===== src/rtl/irq_aggr_pkg.sv =====
package irq_aggr_pkg;

  localparam int unsigned ADDR_W = 10;
  localparam int unsigned MASK_W = 64;

  localparam logic [ADDR_W-1:0] A_STAT  = 10'h0C0;
  localparam logic [ADDR_W-1:0] A_EN    = 10'h0C2;
  localparam logic [ADDR_W-1:0] A_CRIT  = 10'h0C3;
  localparam logic [ADDR_W-1:0] A_POL   = 10'h0C4;
  localparam logic [ADDR_W-1:0] A_TRIG  = 10'h0C5;
  localparam logic [ADDR_W-1:0] A_MSTAT = 10'h0C6;

  // Implemented-source mask: source k lives at bus bit n-1-k
  function automatic logic [MASK_W-1:0] valid_mask(int unsigned n, int unsigned lo,
                                                    int unsigned hi);
    logic [MASK_W-1:0] m;
    m = '0;
    for (int unsigned b = 0; b < n; b++) begin
      m[b] = !(((n - 1 - b) >= lo) && ((n - 1 - b) <= hi));
    end
    return m;
  endfunction

endpackage


===== src/rtl/irq_src_detect.sv =====
module irq_src_detect #(
  parameter int unsigned N = 32
) (
  input  logic         clk,
  input  logic         rst_n,
  input  logic [N-1:0] src,
  input  logic [N-1:0] pol,
  input  logic [N-1:0] trig,
  output logic [N-1:0] evt
);

  logic [N-1:0] prev_q;
  logic [N-1:0] prev_d;

  always_comb begin
    prev_d = src;
  end

  always_ff @(posedge clk or negedge rst_n) begin
    if (!rst_n) prev_q <= '0;
    else        prev_q <= prev_d;
  end

  for (genvar i = 0; i < N; i++) begin : g_bit
    // trig=1: edge chosen by pol; trig=0: level chosen by pol
    assign evt[i] = trig[i]
                    ? (pol[i] ? (src[i] & ~prev_q[i]) : (~src[i] & prev_q[i]))
                    : (pol[i] ? src[i] : ~src[i]);
  end

  // Edge mode with unchanged settings cannot fire in two consecutive cycles
  assert_edge_single_R7: assert property (@(posedge clk) disable iff (!rst_n)
    ((evt & $past(evt) & trig & $past(trig) & ~(pol ^ $past(pol))) == '0));

endmodule


===== src/rtl/irq_cfg_bank.sv =====
module irq_cfg_bank
  import irq_aggr_pkg::*;
#(
  parameter int unsigned   N     = 32,
  parameter logic [N-1:0]  VALID = '1
) (
  input  logic              clk,
  input  logic              rst_n,
  input  logic              wr_en,
  input  logic [ADDR_W-1:0] addr,
  input  logic [N-1:0]      wr_data,
  output logic [N-1:0]      en_q,
  output logic [N-1:0]      crit_q,
  output logic [N-1:0]      pol_q,
  output logic [N-1:0]      trig_q
);

  localparam int unsigned NREG = 4;
  localparam logic [ADDR_W-1:0] REG_ADDR [NREG] = '{A_EN, A_CRIT, A_POL, A_TRIG};

  logic [N-1:0]    q [NREG];
  logic [N-1:0]    d [NREG];
  logic [NREG-1:0] ld;

  for (genvar r = 0; r < NREG; r++) begin : g_reg
    assign ld[r] = wr_en && (addr == REG_ADDR[r]);
    assign d[r]  = wr_data & VALID;

    always_ff @(posedge clk or negedge rst_n) begin
      if (!rst_n)     q[r] <= '0;
      else if (ld[r]) q[r] <= d[r];
    end
  end

  assign en_q   = q[0];
  assign crit_q = q[1];
  assign pol_q  = q[2];
  assign trig_q = q[3];

  assert_cfg_rsv_R9: assert property (@(posedge clk) disable iff (!rst_n)
    (((en_q | crit_q | pol_q | trig_q) & ~VALID) == '0));

  assert_cfg_onehot_load_R10: assert property (@(posedge clk) disable iff (!rst_n)
    $onehot0(ld));

endmodule


===== src/rtl/irq_status_latch.sv =====
module irq_status_latch #(
  parameter int unsigned  N     = 32,
  parameter logic [N-1:0] VALID = '1
) (
  input  logic         clk,
  input  logic         rst_n,
  input  logic [N-1:0] evt,
  input  logic         clr_we,
  input  logic [N-1:0] clr_mask,
  output logic [N-1:0] stat_q
);

  logic [N-1:0] clr_bits;
  logic [N-1:0] stat_d;

  always_comb begin
    clr_bits = clr_we ? clr_mask : '0;
    // new events win over a simultaneous clear
    stat_d   = ((stat_q & ~clr_bits) | evt) & VALID;
  end

  always_ff @(posedge clk or negedge rst_n) begin
    if (!rst_n) stat_q <= '0;
    else        stat_q <= stat_d;
  end

  assert_capture_R3: assert property (@(posedge clk) disable iff (!rst_n)
    (evt != '0) |=> (($past(evt & VALID) & ~stat_q) == '0));

  assert_hold_R2: assert property (@(posedge clk) disable iff (!rst_n)
    !clr_we |=> (($past(stat_q) & ~stat_q) == '0));

  assert_clear_R2: assert property (@(posedge clk) disable iff (!rst_n)
    clr_we |=> ((stat_q & $past(clr_mask & ~evt)) == '0));

  // a clear together with an event leaves the bit set
  assert_clear_vs_event_R8: assert property (@(posedge clk) disable iff (!rst_n)
    (clr_we && ((clr_mask & evt & VALID) != '0)) |=>
      (($past(clr_mask & evt & VALID) & ~stat_q) == '0));

  assert_stat_rsv_R9: assert property (@(posedge clk) disable iff (!rst_n)
    ((stat_q & ~VALID) == '0));

endmodule


===== src/rtl/irq_aggr_ctrl.sv =====
module irq_aggr_ctrl
  import irq_aggr_pkg::*;
#(
  parameter int unsigned SRC_N  = 32,
  parameter int unsigned RSV_LO = 19,
  parameter int unsigned RSV_HI = 24
) (
  input  logic              clk,
  input  logic              rst_n,
  input  logic [SRC_N-1:0]  irq_src,
  input  logic [ADDR_W-1:0] addr,
  input  logic              wr_en,
  input  logic [SRC_N-1:0]  wr_data,
  input  logic              rd_en,
  output logic [SRC_N-1:0]  rd_data,
  output logic              irq_crit,
  output logic              irq_ncrit
);

  localparam logic [MASK_W-1:0] VALID_W = valid_mask(SRC_N, RSV_LO, RSV_HI);
  localparam logic [SRC_N-1:0]  VALID   = VALID_W[SRC_N-1:0];

  logic [SRC_N-1:0] en_q, crit_q, pol_q, trig_q;
  logic [SRC_N-1:0] evt, stat_q, masked;
  logic             stat_clr_we;

  irq_cfg_bank #(.N(SRC_N), .VALID(VALID)) u_cfg (
    .clk     (clk),
    .rst_n   (rst_n),
    .wr_en   (wr_en),
    .addr    (addr),
    .wr_data (wr_data),
    .en_q    (en_q),
    .crit_q  (crit_q),
    .pol_q   (pol_q),
    .trig_q  (trig_q)
  );

  irq_src_detect #(.N(SRC_N)) u_det (
    .clk   (clk),
    .rst_n (rst_n),
    .src   (irq_src),
    .pol   (pol_q),
    .trig  (trig_q),
    .evt   (evt)
  );

  assign stat_clr_we = wr_en && (addr == A_STAT);

  irq_status_latch #(.N(SRC_N), .VALID(VALID)) u_stat (
    .clk      (clk),
    .rst_n    (rst_n),
    .evt      (evt),
    .clr_we   (stat_clr_we),
    .clr_mask (wr_data),
    .stat_q   (stat_q)
  );

  always_comb begin
    masked    = stat_q & en_q;
    irq_crit  = |(masked & crit_q);
    irq_ncrit = |(masked & ~crit_q);
  end

  always_comb begin
    rd_data = '0;
    if (rd_en) begin
      case (addr)
        A_STAT:  rd_data = stat_q;
        A_EN:    rd_data = en_q;
        A_CRIT:  rd_data = crit_q;
        A_POL:   rd_data = pol_q;
        A_TRIG:  rd_data = trig_q;
        A_MSTAT: rd_data = masked;
        default: rd_data = '0;
      endcase
    end
  end

  assert_reset_R1: assert property (@(posedge clk)
    !rst_n |-> ((stat_q == '0) && (en_q == '0) && !irq_crit && !irq_ncrit));

  assert_quiet_R5: assert property (@(posedge clk) disable iff (!rst_n)
    (en_q == '0) |-> (!irq_crit && !irq_ncrit));

  assert_route_crit_R5: assert property (@(posedge clk) disable iff (!rst_n)
    (crit_q == '0) |-> !irq_crit);

  assert_mstat_view_R4: assert property (@(posedge clk) disable iff (!rst_n)
    (rd_en && (addr == A_MSTAT)) |-> ((rd_data & ~(stat_q & en_q)) == '0));

endmodule


===== config.mk =====
export PLATFORM = sky130hd
export DESIGN_NAME = irq_aggr_ctrl
export DESIGN_NICKNAME = d
export VERILOG_FILES = /design/src/rtl/irq_aggr_pkg.sv /design/src/rtl/irq_src_detect.sv /design/src/rtl/irq_cfg_bank.sv /design/src/rtl/irq_status_latch.sv /design/src/rtl/irq_aggr_ctrl.sv
export SDC_FILE = /design/constraint.sdc
export NUM_CORES = 1
export LEC_CHECK = 0
export BUFFER_PORTS_ARGS = -buffer_cell sky130_fd_sc_hd__buf_2
export CAP_MARGIN = 15
export CORE_MARGIN = 8
export CORE_UTILIZATION = 60
export CTS_BUF_LIST = sky130_fd_sc_hd__clkbuf_16
export CTS_CLUSTER_SIZE = 25
export DETAILED_ROUTE_END_ITERATION = 16
export HOLD_SLACK_MARGIN = 0.12
export PLACE_DENSITY = 0.83
export SKIP_LAST_GASP = 1
export SLEW_MARGIN = 30
export SYNTH_ARGS = -nofsm -noshare
export SYNTH_HDL_FRONTEND = slang
export SYNTH_SLANG_ARGS = --single-unit

===== constraint.sdc =====
create_clock -name clk -period 1.98 [get_ports clk]
set_clock_uncertainty 0.1 [all_clocks]
set_input_delay 0.099 -clock clk [delete_from_list [all_inputs] [get_ports clk]]
set_output_delay 0.099 -clock clk [all_outputs]
set_load 0.05 [all_outputs]

Yosys cells after proc, flatten, opt, wreduce, memory -nomap -nowiden
Cells that the tools add are included.
{ "op_classes": {"eq_ne": 6, "muxes": 81, "n_reduce_logical": 7, "n_bitwise": 117} }
{ "op_table": {"columns": ["operator", "n"], "rows": [
  ["one-hot mux 32 bit (6 select lines)", 1],
  ["bitwise AND 32 bit", 4],
  ["2-to-1 mux 1 bit", 78],
  ["2-to-1 mux 32 bit", 2],
  ["inverter 32 bit", 2],
  ["OR reduction 32 bit", 2],
  ["equality test 10 x 8 -> 1 bit (second input constant)", 6],
  ["inverter 1 bit", 58],
  ["bitwise AND 1 bit", 52],
  ["OR 32 bit", 1],
  ["logical AND 1 bit", 5]
]} }
{ "word_totals": {"wordCells": 217, "ff_bits": 162, "input_bits": 78} }

Depth between registers and ports, before layout
{ "logic_depth": {"word_depth": 6, "depth_mapped": 7} }

Cells and area by module
A second synthesis with hierarchy kept.
{ "hier_totals": {"cells_unflattened": 825, "area_unflattened_um2": 9090.0} }
{ "modules_own_cells": {"columns": ["mod", "area_per_inst_um2", "cells_each", "n_inst"], "rows": [
  ["irq_cfg_bank", 4306.6, 250, 1],
  ["irq_aggr_ctrl", 2108.3, 327, 1],
  ["irq_src_detect", 1641.6, 160, 1],
  ["irq_status_latch", 1033.5, 88, 1]
]} }

Worst setup path before layout
OpenSTA, ideal clock, no wires.
{ "synth_timing": {"path_type": "input to output", "from": "in addr[5]", "to": "out rd_data[31]", "stages": 5, "path_slack_ns": 0.282, "t_arrival_ns": 1.499, "required_time_ns": 1.781, "n_path_buf": 2, "cell_sequence": "nor3b_1 -> and3_2 -> clkbuf_1 -> buf_2 -> o31a_1"} }
{ "synth_between": {"elab_chain_len": 3, "word_cells_on_any_way": 8, "cone_classes": "eq/ne (6); mux (2)"} }
{ "synth_rtl": {"columns": ["item", "line", "rtl"], "rows": [
  ["start: declaration", "irq_aggr_ctrl.sv:11", "input logic [ADDR_W-1:0] addr,"],
  ["equality test 10 x 8 -> 1 bit", "irq_aggr_ctrl.sv:68", "case (addr)"],
  ["one-hot mux 32 bit (6 select lines) (*)", "irq_aggr_ctrl.sv:68", null],
  ["2-to-1 mux 32 bit (*)", "irq_aggr_ctrl.sv:67", "if (rd_en) begin"],
  ["end: declaration", "irq_aggr_ctrl.sv:15", "output logic [SRC_N-1:0] rd_data,"]
]} }
Mark *: on every way between the ends. The rest lies on a longest branch, timed or not.

Worst setup path after layout
{ "layout_timing": {"from": "reg u_stat.stat_q[17]", "to": "out irq_crit"} }
{ "layout_between": {"elab_chain_len": 3} }
{ "layout_rtl": {"columns": ["item", "line", "rtl"], "rows": [
  ["start: declaration", "irq_status_latch.sv:10", "output logic [N-1:0] stat_q"],
  ["start signal: assignment", "irq_status_latch.sv:24", "else stat_q <= stat_d;"],
  ["bitwise AND 32 bit", "irq_aggr_ctrl.sv:60", "masked = stat_q & en_q;"],
  ["bitwise AND 32 bit", "irq_aggr_ctrl.sv:61", "irq_crit = |(masked & crit_q);"],
  ["OR reduction 32 bit", "irq_aggr_ctrl.sv:61", null],
  ["end: declaration", "irq_aggr_ctrl.sv:16", "output logic irq_crit,"]
]} }
No other way between the ends.

==> impl_metrics.toml <==
[run_status]
status = "complete, but fails checks"
violations = "setup timing"

[timing]
drv_slew = 0
timing.fmax_mhz = 478
period_share = 1.06
rsz0062_at_grt = "true"
setup_viol = 4
max-slew-margin-rel = 0.617
hold_ws_ns = 0.0974
fin_crit_ns = 2.09
tightestPinTransition_ns = 0.574
layout_setup_ws_ns = -0.112
hold_viol = 0

[synthesis]
synth.avg_cell_area_sq_um = 11.9
synthTopCellsByCount = "dfrtp_1 (156), mux2_4 (60), nand2_1 (56)"
yosys-top-cells-area = "dfrtp_1 (48%), mux2_4 (11%), mux2_2 (6.1%)"
synth_seq_area_share = 0.477
ys.warnings.count = 0
netlist_area_sq_um = 8190
synth_edf_count = 0
yosysMostFrequentCell = "dfrtp_1"
synth-seq-cells = 156
synth.top_cell.area_share = 0.477
synth_flop_cell = "dfrtp_1"
synth_top_area_cell = "dfrtp_1"
async_flop_share = 1.00
ys_types = 41
synth_cells = 691

[die]
core_area_sq_um = 13300
row_count = 42
die_y_microns = 133
die_w_microns = 133
pin_count = 112
initial_core_util = 0.616
dieArea_sq_um = 17600

[critical_path]
critPathLaunch = "u_stat.stat_q[17]$_DFF_PN0_"
cp_max_fo = 5
required_ns = 1.78
cp-end-kind = "output pin"
critPathArrivalTime_ns = 1.89
start_kind = "flop"
crit_type = "reg -> out"
path_cells = "nand3_1 -> nand4_1 -> nor4_2 -> nand2_1 -> buf_6"
rrSetupSlack_ns = 0.82
r2r-start = "u_cfg.pol_q[5]$_DFFE_PN0P_"
critPathMaxStageDelay_ns = 0.43
slowest_stage = "dfrtp_1"

[grt]
grt_overflow = 0
grt_pass1_vias = 7012
antenna_found_initial = 0
grt_pass1_wl_microns = 37500
grt_max_degree = 56
track_usage = 0.266

[detailed_routing]
drc = 0
detail_route.first_pass.iterations = 7
ant_nets = 0
drt-total-wl_microns = 23800
wl_per_cell_microns = 22.7
drt_iter0_drc = 660
vias = 6719
vias_per_cell = 6.41

[place]
dpl.hpwl_microns = 14700
dpl_worst_slack_ns = 0.144
routabilityCongestion = 0.898
port_buffers = 93
dp_cells = 945

[layout]
diodes = 0
drive_gt1_frac = 0.356
n_fill_cell = 763
area_growth_pct = 26.0
final_nets = 937
final_cells = 1048

[clocking]
clk_pin_slew_ns = 0.06
cts_root_buf = "clkbuf_16"
cts_sinks = 156
cts_buffers = 17
cts.htree.levels = 4
clockBufferDepth = 2
clk_latency_ns = 0.43
cts_tree = "done"

[pwr]
p_leak_nw = 4.97
peakVddDrop_mv = 0.670
power_density_nw_per_um2 = 700

[worst_hold_path]
hp-class = "in -> async"

[run]
max_cap_viol_count = 0
-- path summary, 6_finish.rpt --
check / to / depth (start not counted)
setup / recovery: irq_crit / 5
hold / removal: u_det.prev_q[14]$_DFF_PN0_ / 2
setup reg to reg: u_stat.stat_q[5]$_DFF_PN0_ / 3
hold reg to reg: u_cfg.trig_q[29]$_DFFE_PN0P_ / 1
max in group asynchronous: u_stat.stat_q[18]$_DFF_PN0_ / 3
min in group clk: u_stat.stat_q[31]$_DFF_PN0_ / 5
-- cell type report --
class	instances	area, sq um	share of cell area
inverter	2	7.51	0.000727
timing repair buffer	190	1490	0.145
sequential	156	3910	0.379
clock inverter	15	151	0.0147
multi-input combinational	492	4110	0.398
clock buffer	17	425	0.0412
tap	176	220	0.0213
-- repair_timing --
action	4_1_cts	5_1_grt
setup buffers	6	12
hold buffers	53	0
pin swaps	11	10
endpoints found under the hold margin	312	0
endpoints found under the setup margin	3	23
resized for setup	11	50
-- logic make-up after synthesis --
group,Yosys count,synth area share
buf+inv,48,0.0379
simple gates,138,0.0923
compound gates,193,0.167
mux,105,0.172
xor+xnor,50,0.0535
other cells,1,0.000458
flops,156,0.477
-- report_power, final --
part / switching [mW] / total, mW / internal [mW]
Clock: 1.35 / 3.19 / 1.84
Sequential: 0.0523 / 3.30 / 3.25
Combinational: 0.423 / 0.732 / 0.309
-- worst max-delay path: cells and delay by family, from the launching register on --
family        cells  cell delay [ns]
simple gates      4             0.84
buf+inv           1             0.20
flops             1             0.43
-- sequential cells by signal, indices dropped and copies added, names as in the netlist --
signal and flops:
u_det.prev_q 26, u_cfg.en_q 26, u_cfg.trig_q 26, u_stat.stat_q 26
u_cfg.crit_q 26, u_cfg.pol_q 26
-- routing by layer --
layer,global-route usage,share of wire,vias to the layer above
li1,-,-,2872
met1,0.329,0.39,3398
met2,0.427,0.49,377
met3,0.0647,0.091,72
met4,0.132,0.031,0
met5,0,0,-
-- through the flow --
step | TNS (ns) | total power, mW | area, sq um | utilization
CTS | -0.0638 | 7.20 | 10100 | 0.759
detailed placement | 0 | 3.95 | 8890 | 0.669
floorplan | 0 | 3.67 | 8210 | -
finish | -0.320 | 7.22 | 10300 | 0.776
global placement | 0 | 3.93 | 8890 | 0.669
global route | -0.735 | 7.45 | 10300 | 0.776
-- cells in the final DEF (no fill, tap or decap), types with 12 or more instances in the layout --
master / instances
a21o_1: 25
mux2_2: 44
o21ai_0: 24
dlygate4sd3_1: 53
xor2_1: 25
a211oi_2: 13
nor2b_1: 26
a221o_1: 25
mux2_4: 60
buf_2: 75
nand3_1: 25
dfrtp_1: 151
nand2_1: 55
clkbuf_16: 17
a21oi_1: 52
xnor2_1: 25
a211oi_1: 12
o211a_1: 25
buf_4: 45
Note: power is estimated with default switching activity, not from simulation.
